### src/rtl/irq_pkg.sv
package irq_pkg;
   typedef enum logic [1:0] {
      ST_IDLE  = 2'd0,
      ST_SERVE = 2'd1,
      ST_PASS  = 2'd2,
      ST_HOLD  = 2'd3
   } ack_st_e;

   function automatic int idx_bits(input int n);
      return (n > 1) ? $clog2(n) : 1;
   endfunction
endpackage

### src/rtl/irq_pend_bank.sv
module irq_pend_bank #(
   parameter int N = 9
) (
   input  logic         clk,
   input  logic         rst_n,
   input  logic [N-1:0] cause_set,
   input  logic [N-1:0] cause_clr,
   input  logic [N-1:0] ack_clr,
   output logic [N-1:0] pend,
   output logic         irq_req
);
   always_ff @(posedge clk or negedge rst_n) begin
      if (!rst_n) pend <= '0;
      else        pend <= (pend & ~(cause_clr | ack_clr)) | cause_set;
   end

   assign irq_req = |pend;


   set_req_chk: assert property (@(posedge clk) disable iff (!rst_n)
      (|cause_set) |=> irq_req);

   ack_onehot_chk: assert property (@(posedge clk) disable iff (!rst_n)
      $onehot0(ack_clr));
endmodule

### src/rtl/irq_prio_pick.sv
module irq_prio_pick #(
   parameter int N         = 9,
   parameter bit PROG_PRIO = 1'b1,
   parameter int RW        = 4,
   parameter int IW        = 4
) (
   input  logic [N-1:0]    pend,
   input  logic [N*RW-1:0] rank,
   output logic            any,
   output logic [IW-1:0]   win
);
   assign any = |pend;

   generate
      if (PROG_PRIO) begin : g_prog
         logic [RW-1:0] best_rank;
         logic          found;
         always_comb begin
            found     = 1'b0;
            best_rank = '1;
            win       = '0;
            for (int i = 0; i < N; i++) begin
               if (pend[i] && (!found || rank[i*RW +: RW] < best_rank)) begin
                  found     = 1'b1;
                  best_rank = rank[i*RW +: RW];
                  win       = IW'(i);
               end
            end
         end
      end else begin : g_fixed
         logic unused_rank;
         assign unused_rank = ^rank;
         always_comb begin
            win = '0;
            for (int i = N-1; i >= 0; i--) begin
               if (pend[i]) win = IW'(i);
            end
         end
      end
   endgenerate
endmodule

### src/rtl/irq_ack_fsm.sv
module irq_ack_fsm
   import irq_pkg::*;
#(
   parameter int N     = 9,
   parameter int IW    = 4,
   parameter int VEC_W = 8
) (
   input  logic             clk,
   input  logic             rst_n,
   input  logic             iack_n,
   input  logic             iei_n,
   input  logic             any,
   input  logic [IW-1:0]    win,
   input  logic [N*VEC_W-1:0] vec_tbl,
   output logic [N-1:0]     ack_clr,
   output logic [VEC_W-1:0] vec_o,
   output logic             vec_oe,
   output logic             dtack_n,
   output logic             ieo_n
);
   ack_st_e          st;
   logic [VEC_W-1:0] vec_q;
   logic [VEC_W-1:0] tbl [N];
   logic             start, grant;

   generate
      for (genvar g = 0; g < N; g++) begin : g_tbl
         assign tbl[g] = vec_tbl[g*VEC_W +: VEC_W];
      end
   endgenerate

   assign start = (st == ST_IDLE) && !iack_n;
   assign grant = start && !iei_n && any;

   always_comb begin
      for (int i = 0; i < N; i++) ack_clr[i] = grant && (win == IW'(i));
   end

   always_ff @(posedge clk or negedge rst_n) begin
      if (!rst_n) begin
         st    <= ST_IDLE;
         vec_q <= '0;
      end else begin
         case (st)
            ST_IDLE: if (!iack_n) begin
               if (iei_n)    st <= ST_HOLD;
               else if (any) begin
                  st    <= ST_SERVE;
                  vec_q <= tbl[win];
               end else      st <= ST_PASS;
            end
            default: if (iack_n) st <= ST_IDLE;
         endcase
      end
   end

   assign vec_oe  = (st == ST_SERVE);
   assign vec_o   = vec_oe ? vec_q : '0;
   assign dtack_n = !vec_oe;
   assign ieo_n   = (st != ST_PASS);


   serve_chk: assert property (@(posedge clk) disable iff (!rst_n)
      grant |=> (!dtack_n && vec_oe && ieo_n));

   pass_chk: assert property (@(posedge clk) disable iff (!rst_n)
      (start && !iei_n && !any) |=> (!ieo_n && dtack_n && !vec_oe));

   ack_end_chk: assert property (@(posedge clk) disable iff (!rst_n)
      iack_n |=> (ieo_n && dtack_n && !vec_oe));

   blocked_chk: assert property (@(posedge clk) disable iff (!rst_n)
      (start && iei_n) |=> (dtack_n && ieo_n && !vec_oe));

   vec_hold_chk: assert property (@(posedge clk) disable iff (!rst_n)
      (!dtack_n && !iack_n) |=> $stable(vec_o));
endmodule

### src/rtl/vec_irq_ctrl.sv
module vec_irq_ctrl #(
   parameter int N_SRC     = 9,
   parameter bit PROG_PRIO = 1'b1,
   parameter int VEC_W     = 8,
   localparam int RW       = irq_pkg::idx_bits(N_SRC),
   localparam int IW       = irq_pkg::idx_bits(N_SRC)
) (
   input  logic                   clk,
   input  logic                   rst_n,
   input  logic [N_SRC-1:0]       cause_set,
   input  logic [N_SRC-1:0]       cause_clr,
   input  logic [N_SRC*RW-1:0]    prio_rank,
   input  logic [N_SRC*VEC_W-1:0] vec_tbl,
   output logic                   irq_req,
   input  logic                   iack_n,
   input  logic                   iei_n,
   output logic                   ieo_n,
   output logic [VEC_W-1:0]       vec_o,
   output logic                   vec_oe,
   output logic                   dtack_n
);
   generate
      if (N_SRC < 2 || N_SRC > 32) begin : g_bad_n
         $error("vec_irq_ctrl: N_SRC must lie in 2..32");
      end
      if (VEC_W < 1 || VEC_W > 16) begin : g_bad_w
         $error("vec_irq_ctrl: VEC_W must lie in 1..16");
      end
   endgenerate

   logic [N_SRC-1:0] pend, ack_clr;
   logic             any;
   logic [IW-1:0]    win;

   irq_pend_bank #(.N(N_SRC)) u_bank (
      .clk(clk), .rst_n(rst_n), .cause_set(cause_set), .cause_clr(cause_clr),
      .ack_clr(ack_clr), .pend(pend), .irq_req(irq_req));

   irq_prio_pick #(.N(N_SRC), .PROG_PRIO(PROG_PRIO), .RW(RW), .IW(IW)) u_pick (
      .pend(pend), .rank(prio_rank), .any(any), .win(win));

   irq_ack_fsm #(.N(N_SRC), .IW(IW), .VEC_W(VEC_W)) u_fsm (
      .clk(clk), .rst_n(rst_n), .iack_n(iack_n), .iei_n(iei_n), .any(any),
      .win(win), .vec_tbl(vec_tbl), .ack_clr(ack_clr), .vec_o(vec_o),
      .vec_oe(vec_oe), .dtack_n(dtack_n), .ieo_n(ieo_n));


   reset_idle_chk: assert property (@(posedge clk)
      !rst_n |=> (!irq_req || !rst_n));
endmodule

### config.mk
export PLATFORM = sky130hd
export DESIGN_NAME = vec_irq_ctrl
export DESIGN_NICKNAME = d
export VERILOG_FILES = /design/src/rtl/irq_pkg.sv /design/src/rtl/irq_pend_bank.sv /design/src/rtl/irq_prio_pick.sv /design/src/rtl/irq_ack_fsm.sv /design/src/rtl/vec_irq_ctrl.sv
export SDC_FILE = /design/constraint.sdc
export NUM_CORES = 1
export LEC_CHECK = 0
export BUFFER_PORTS_ARGS = -buffer_cell sky130_fd_sc_hd__buf_2
export CAP_MARGIN = 20
export CORE_MARGIN = 2
export CORE_UTILIZATION = 40
export DETAILED_ROUTE_END_ITERATION = 12
export PLACE_DENSITY = 0.77
export SYNTH_ARGS = -nofsm -noshare
export SYNTH_HDL_FRONTEND = slang
export SYNTH_SLANG_ARGS = --single-unit
### constraint.sdc
create_clock -name clk -period 17.45 [get_ports clk]
set_input_delay 3.49 -clock clk [delete_from_list [all_inputs] [get_ports clk]]
set_output_delay 3.49 -clock clk [all_outputs]
set_load 0.05 [all_outputs]
* Word level (Yosys, flattened, before mapping)
Cells that the tools add are included.
** Storage, ports and cells
- Input bits :: 130
- Output and inout bits :: 12
- Bits in registers :: 19
- Logic and storage cells :: 108
** Cells by class
- Reduce and logical (&&, ||, !) cells :: 45
- Magnitude comparators :: 9
- Equal/unequal tests :: 11
- Multiplexer cells :: 33
- Bitwise operators :: 7
** Operator list (count)
- 4-bit two-way mux :: 9
- 8-bit binary-select mux with 4-bit select :: 1
- 4-bit less-than comparator :: 8
- 8-bit two-way mux :: 3
- 1-bit logical AND :: 20
- 9-bit bitwise OR :: 2
- 4-bit by 3-bit == test with 1-bit output, second input constant :: 4
- 2-bit two-way mux :: 7
- 3-bit two-way mux :: 4
- 1-bit zero test :: 11
- 9-bit AND :: 1
- 1-bit two-way mux :: 9
- 9-bit inverter :: 1
- 9-bit OR reduction :: 1
- 4-bit by 2-bit == test with 1-bit output, second input constant :: 2
- 1-bit logical OR :: 8
- 5-bit greater-or-equal comparator, second input constant :: 1
- 4-bit inverter with 5-bit output :: 1
- 4-bit by 1-bit == test with 1-bit output, second input constant :: 1
- 4-bit == test, second input constant :: 1
- 4-bit zero test :: 1
- 2-bit != test, second input constant :: 2
- 4-bit AND reduction :: 1
- 2-bit by 1-bit == test with 1-bit output, second input constant :: 1
- other kinds (4) :: 5

* Depth between registers and ports, before layout
- Depth in word-level cells :: 39
- Gate-level depth with buffers :: 67
- Mapped depth without buffers :: 65

* Cells and area by module
A second synthesis with hierarchy kept.
** Second synthesis, totals
- Cells, all modules :: 391
- Area total of the unflattened synthesis :: 3180.6 um2
** Modules (own cells, without submodules)
- irq_prio_pick :: sequential area each 0.0 um2, cells an instance 234, instances 1, area an instance 1616.6 um2
- irq_ack_fsm :: sequential area each 250.2 um2, cells an instance 126, instances 1, area an instance 1216.2 um2
- irq_pend_bank :: sequential area each 225.2 um2, cells an instance 31, instances 1, area an instance 347.8 um2

* Least setup slack after synthesis
Ideal clock, no wire load.
- Path type :: input to register
- Start :: in prio_rank[3]
- End :: reg u_fsm.vec_q[2]
- Stages :: 61
- Arrival time :: 14.063 ns
- Library setup time :: 0.086 ns
- Slack :: 3.301 ns
- Required time :: 17.364 ns
- Cells stage by stage :: nor2b_1 -> ha_1 -> nand4b_1 -> and3_1 -> o21ai_4 -> a21oi_1 -> inv_1 -> ha_1 -> and3b_1 -> nand3_1 -> o211a_1 -> and2_1 -> o21a_1 -> buf_2 -> o21ai_0 -> inv_1 -> ha_1 -> nand2_1 -> (+25 left out) -> ha_1 -> a21o_1 -> a21oi_1 -> inv_1 -> a31oi_1 -> o21ai_0 -> o21ai_0 -> nor2_1 -> a21oi_1 -> ha_1 -> a21oi_1 -> nor2b_1 -> o21ai_0 -> nand2_1 -> a31oi_1 -> clkbuf_1 -> a21oi_1 -> a32oi_1
** On the way
- Longest elaborated chain between the ends :: 37
- Elaborated cells on any way between the ends :: 58
- Those cells by class :: 8 x order compare; 26 x mux; 1 x bitwise; 23 x reduce/logical
** Ends and longest elaborated chain
- start, declared :: line vec_irq_ctrl.sv:12 : input logic [N_SRC*RW-1:0] prio_rank,
- 4-bit two-way mux (*) :: line irq_prio_pick.sv:23 : if (pend[i] && (!found || rank[i*RW +: RW] < best_rank)) begin
- 4-bit less-than comparator :: line irq_prio_pick.sv:23
- 1-bit logical OR :: line irq_prio_pick.sv:23
- 1-bit logical AND :: line irq_prio_pick.sv:23
- 4-bit two-way mux or 1-bit two-way mux (tied branches) :: line irq_prio_pick.sv:23
- 4-bit less-than comparator or 1-bit zero test (tied branches) :: line irq_prio_pick.sv:23
- 1-bit logical OR :: line irq_prio_pick.sv:23
- 1-bit logical AND :: line irq_prio_pick.sv:23
- (+20 left out)
- 4-bit two-way mux or 1-bit two-way mux (tied branches) :: line irq_prio_pick.sv:23
- 4-bit less-than comparator or 1-bit zero test (tied branches) :: line irq_prio_pick.sv:23
- 1-bit logical OR :: line irq_prio_pick.sv:23
- 1-bit logical AND :: line irq_prio_pick.sv:23
- 4-bit two-way mux (*) :: line irq_prio_pick.sv:23
- 4-bit inverter with 5-bit output (not written as such) (*) :: line irq_ack_fsm.sv:49 : vec_q <= tbl[win];
- 8-bit binary-select mux with 4-bit select (*) :: line irq_ack_fsm.sv:49
- 8-bit two-way mux (not written as such) (*) (2 in series) :: line irq_ack_fsm.sv:49
- end signal, assigned :: line irq_ack_fsm.sv:49
- end, declared :: line irq_ack_fsm.sv:22 : logic [VEC_W-1:0] vec_q;
Every way passes the cells marked *; elsewhere a longest branch is shown, timed or not. The select of a mux whose other input is x is not followed.
A chain may end at the register's enable or synchronous reset.

* Worst setup path after layout
- Start :: in prio_rank[3]
- End :: reg u_bank.pend[2]
** On the way
- Longest elaborated chain between the ends :: 39
- Elaborated cells on any way between the ends :: 60
- Those cells by class :: 8 x order compare; 1 x eq/ne; 23 x mux; 4 x bitwise; 24 x reduce/logical
** Ends and longest elaborated chain
- 4-bit two-way mux (*) :: line irq_prio_pick.sv:23
- 4-bit less-than comparator :: line irq_prio_pick.sv:23
- 1-bit logical OR :: line irq_prio_pick.sv:23
- 1-bit logical AND :: line irq_prio_pick.sv:23
- 4-bit two-way mux or 1-bit two-way mux (tied branches) :: line irq_prio_pick.sv:23
- 4-bit less-than comparator or 1-bit zero test (tied branches) :: line irq_prio_pick.sv:23
- 1-bit logical OR :: line irq_prio_pick.sv:23
- 1-bit logical AND :: line irq_prio_pick.sv:23
- (+23 left out)
- 1-bit logical AND :: line irq_prio_pick.sv:23
- 4-bit two-way mux (*) :: line irq_prio_pick.sv:23
- 4-bit by 2-bit == test with 1-bit output (*) :: line irq_ack_fsm.sv:36 : for (int i = 0; i < N; i++) ack_clr[i] = grant && (win == IW'(i));
- 1-bit logical AND (*) :: line irq_ack_fsm.sv:36
- 9-bit bitwise OR (*) :: line irq_pend_bank.sv:14 : else pend <= (pend & ~(cause_clr | ack_clr)) | cause_set;
- 9-bit inverter (*) :: line irq_pend_bank.sv:14
- 9-bit AND (*) :: line irq_pend_bank.sv:14
- 9-bit bitwise OR (*) :: line irq_pend_bank.sv:14
- end signal, assigned :: line irq_pend_bank.sv:14
- end, declared :: line irq_pend_bank.sv:9 : output logic [N-1:0] pend,
Every way passes the cells marked *; elsewhere a longest branch is shown, timed or not.

==> Flow_metrics.wiki <==
{| class="wikitable"
! Metric !! Value
|-
| Outcome || completed
|-
| Synthesized net count || 603
|-
| WP data arrival || 15810 ps
|-
| Site row count || 34
|-
| RSZ-0062 raised after global routing || no
|-
| Synthesis-stage register bit count || 19
|-
| Core Footprint || 8593 sq um
|-
| Number of antenna diodes || 0
|-
| Final weighted congestion of routability-driven global placement || 0.9577
|-
| Overall die area || 9461 sq um
|-
| Effective utilization at floorplan || 40.49%
|-
| Largest stage delay, worst path || 610 ps
|-
| Path type of the worst min-delay path || flip-flop to flip-flop
|-
| CP Launch Point || prio_rank[3]
|-
| Number of placed instances with taps included || 689
|-
| Int Power || 0.2723 mW
|-
| Cell at the slowest stage of the critical path || sky130_fd_sc_hd__o21ai_0
|-
| Final-layout setup total negative slack || 0 ps
|-
| Final setup margin || 1795 ps
|-
| Hold Startpoint || u_bank.pend[4]
|-
| Overall global routing resource usage || 24.27%
|-
| CTS Buffer Depth || 2
|-
| Total power after layout || 0.6367 mW
|-
| Tightest Pin Transition || 940.0 ps
|-
| Cell type group with the largest total delay on the critical path || compound AO/OA/AOI/OAI gates
|-
| Average wire length per cell after detail routing || 17.10 um
|-
| Initial DRT Pass Iterations || 6
|-
| Slew margin rel. || 37.20%
|-
| Crit-path most repeated cell || sky130_fd_sc_hd__ha_1
|-
| Sequential-to-total area share from yosys stat || 13.66%
|-
| VDD IR max || 0.00008872 V
|-
| Reg2reg start || u_bank.pend[0]
|-
| Length in cells of the worst reg-to-reg path || 61
|-
| Combinational fraction of design power || 84.7%
|-
| FF-to-FF End || u_bank.pend[2]
|-
| Area growth, synth to finish || 22.44%
|-
| Power density normalized to cell area || 149.4 nW/um^2
|-
| Hold bufs inserted after CTS || 0
|-
| Maximum fanout encountered on the critical timing path || 13
|-
| Die boundary width || 97.27 um
|-
| Share of total power in the clock network || 5.0%
|-
| Vert. Die Dim || 97.27 um
|-
| Fillers || 865
|-
| Worst Setup Slack post-DPL || 1799 ps
|-
| Fin. max-slew vios || 0
|-
| Post-synthesis cell count || 460
|-
| Final setup skew || 8.820 ps
|-
| Yosys Warn Count || 0
|-
| Maximum clock frequency || 63.88 MHz
|-
| Post-synth EDFFs || 0
|-
| Routed Antenna Nets || 0
|-
| I/O pin count || 142
|-
| Share of flip-flops with an asynchronous set or reset || 100.0%
|-
| Cell chosen for the clock root || sky130_fd_sc_hd__clkbuf_8
|-
| Design Area, Final || 4260 sq um
|-
| Number of buffers inserted during clock tree synthesis || 3
|-
| Count of buffering cells on the critical path with inverters included || 7
|-
| Fraction of the core area covered by cells at the end of the flow || 49.58%
|-
| Area of the mapped netlist || 3480 sq um
|-
| Most instantiated flip-flop cell in the synthesis netlist || sky130_fd_sc_hd__dfrtp_1
|-
| Final Hold Fails || 0
|-
| DR vias/cell || 5.895
|-
| Latest clock arrival within the worst-skew pair || 260 ps
|-
| CTS clock-pin slew for the worst setup and hold paths || 80 ps
|-
| Cell count of the worst hold path || 1
|-
| Fraction of layout cells with a size suffix above 1 || 30.43%
|-
| Switching power || 0.3643 mW
|-
| Max Cap Viol || 0
|-
| Final Critical Period || 15660 ps
|-
| Initial antenna violation count || 0
|-
| Wire length of the first global-routing pass || 19.38 mm
|-
| Largest net degree at the start of global routing || 21
|-
| Number of port buffers || 141
|-
| Clock tree from TritonCTS || yes
|-
| Number of DRC markers after the initial detailed-route iteration || 166
|-
| Setup fix buffers added after clock tree synthesis || 0
|-
| Instance area at placement || 4212 sq um
|-
| Half-perimeter wire length after detailed placement || 9.840 mm
|-
| Final setup violation count || 0
|-
| Clock Sink Count || 19
|-
| Total congestion overflow after global routing || 0
|-
| Capturing element type of the critical path || flip-flop
|-
| Vias in the first global route || 4018
|-
| Switching share of power || 57.23%
|-
| CTS-repair resized insts || 0
|-
| Worst-case hold path end point || u_bank.pend[4]
|-
| Leakage || 2.013 nW
|-
| Critical Setup Path Class || input port to flip-flop
|-
| Layout net count || 729
|-
| Total detailed-routing wirelength || 11.85 mm
|-
| Internal reg-to-reg setup slack || 4440 ps
|-
| Period utilisation layout || 89.72%
|-
| CP Launch Type || input port
|-
| H-Tree Depth || 1
|-
| Synth unique cells || 82
|-
| Required time of the critical path || 17610 ps
|-
| Post-detailed-route DRC marker count || 0
|-
| Worst-case hold slack || 529.0 ps
|-
| Flop pwr share || 10.3%
|-
| Mean Syn Cell Area || 7.564 sq um
|-
| Routed vias || 4085
|-
| Layout Cells excl Fill || 693
|}
## layout by cell type, fill, tap and decap left out, types with 6 or more instances in the layout
cell,n
sky130_fd_sc_hd__mux2i_1,15
sky130_fd_sc_hd__nand3_1,20
sky130_fd_sc_hd__nand2_1,49
sky130_fd_sc_hd__nor2b_1,7
sky130_fd_sc_hd__nor2_1,29
sky130_fd_sc_hd__or3_1,10
sky130_fd_sc_hd__o21ai_0,24
sky130_fd_sc_hd__ha_1,13
sky130_fd_sc_hd__o21a_1,6
sky130_fd_sc_hd__dfrtp_1,19
sky130_fd_sc_hd__a21oi_1,27
sky130_fd_sc_hd__a32oi_1,7
sky130_fd_sc_hd__mux2_1,10
sky130_fd_sc_hd__and2_1,10
sky130_fd_sc_hd__a221oi_1,13
sky130_fd_sc_hd__nor3_1,8
sky130_fd_sc_hd__a22oi_1,6
sky130_fd_sc_hd__buf_2,141
sky130_fd_sc_hd__inv_1,37
sky130_fd_sc_hd__a31o_1,8
sky130_fd_sc_hd__nand4_1,6
## cells by family after synthesis
| group | after synthesis | synth area share [%] |
|---|---|---|
| AND/OR/NAND/NOR | 174 | 26.61 |
| AO/OA/AOI/OAI | 159 | 36.28 |
| adder cells (fa/ha/maj) | 16 | 5.610 |
| XOR/XNOR | 4 | 1.007 |
| flip-flops | 19 | 13.66 |
| multiplexers | 30 | 9.493 |
| buffers and inverters | 58 | 7.335 |
## power groups by stage
stage,registers (mW),clock network [mW],logic [mW]
floorplan,0.0628,0,0.432
global placement,0.0651,0,0.521
detailed placement,0.0656,0,0.531
CTS,0.0651,0.0322,0.533
global route,0.0666,0.0340,0.585
finish,0.0654,0.0318,0.539
## area by class of cell
class                           count  area, sq um  area share [%]
Sequential cell                    19        475.5           11.16
Inverter                           37        138.9           3.260
Clock buffer                        3        41.29          0.9692
Clock inverter                      1        7.507          0.1762
Timing Repair Buffer              142        713.2           16.74
Tap cell                          108        135.1           3.172
Multi-Input combinational cell    383         2749           64.52
## cells in the mapped netlist, types with 6 or more instances
master                      n  share of area, %
sky130_fd_sc_hd__a21oi_1   27               3.9
sky130_fd_sc_hd__a221oi_1  13               3.3
sky130_fd_sc_hd__a22oi_1    6               1.3
sky130_fd_sc_hd__a31o_1     8               2.0
sky130_fd_sc_hd__a32oi_1    7               1.8
sky130_fd_sc_hd__and2_1    10               1.8
sky130_fd_sc_hd__buf_2      8               1.2
sky130_fd_sc_hd__clkbuf_1   6              0.65
sky130_fd_sc_hd__dfrtp_1   19                14
sky130_fd_sc_hd__ha_1      13               4.7
sky130_fd_sc_hd__inv_1     37               4.0
sky130_fd_sc_hd__mux2_1    10               3.2
sky130_fd_sc_hd__mux2i_1   15               4.3
sky130_fd_sc_hd__nand2_1   49               5.3
sky130_fd_sc_hd__nand3_1   20               2.9
sky130_fd_sc_hd__nand4_1    6               1.1
sky130_fd_sc_hd__nor2_1    29               3.1
sky130_fd_sc_hd__nor2b_1    7               1.3
sky130_fd_sc_hd__nor3_1     8               1.2
sky130_fd_sc_hd__o21a_1     6               1.3
sky130_fd_sc_hd__o21ai_0   24               3.5
sky130_fd_sc_hd__or3_1     10               1.8
## sequential cells by signal, summed over array words and instances, names as in the netlist
| name | count |
|---|---|
| u_bank.pend | 9 |
| u_fsm.vec_q | 8 |
| u_fsm.st | 2 |
## how the worst max path moves through the flow
stage	to	slack, ps	cells after the start
after floorplan	u_fsm.vec_q[2]	3300	61
after global placement	u_bank.pend[1]	2140	62
after detailed placement	u_bank.pend[2]	1800	61
after CTS	u_bank.pend[2]	1980	61
after global routing	u_bank.pend[2]	670	62
final	u_bank.pend[2]	1790	62
## worst reg2reg max path: cells and delay by family, from the launching register on
kind / cells / cell delay [ps]
simple gates: 21 / 3690
buf+inv: 6 / 560
flops: 1 / 530
compound gates: 24 / 5180
mux: 2 / 410
fa+ha+maj: 8 / 2560
## metal layers
metal,global-route usage [%],up-vias,wire [um],share of wire (%)
li1,-,2008,-,-
met1,30.34,1874,4959,42
met2,44.12,189,5792,49
met3,3.381,14,895,7.6
met4,5.662,0,199,1.7
met5,0,-,0,0
Note: power is estimated with default switching activity, not from simulation.
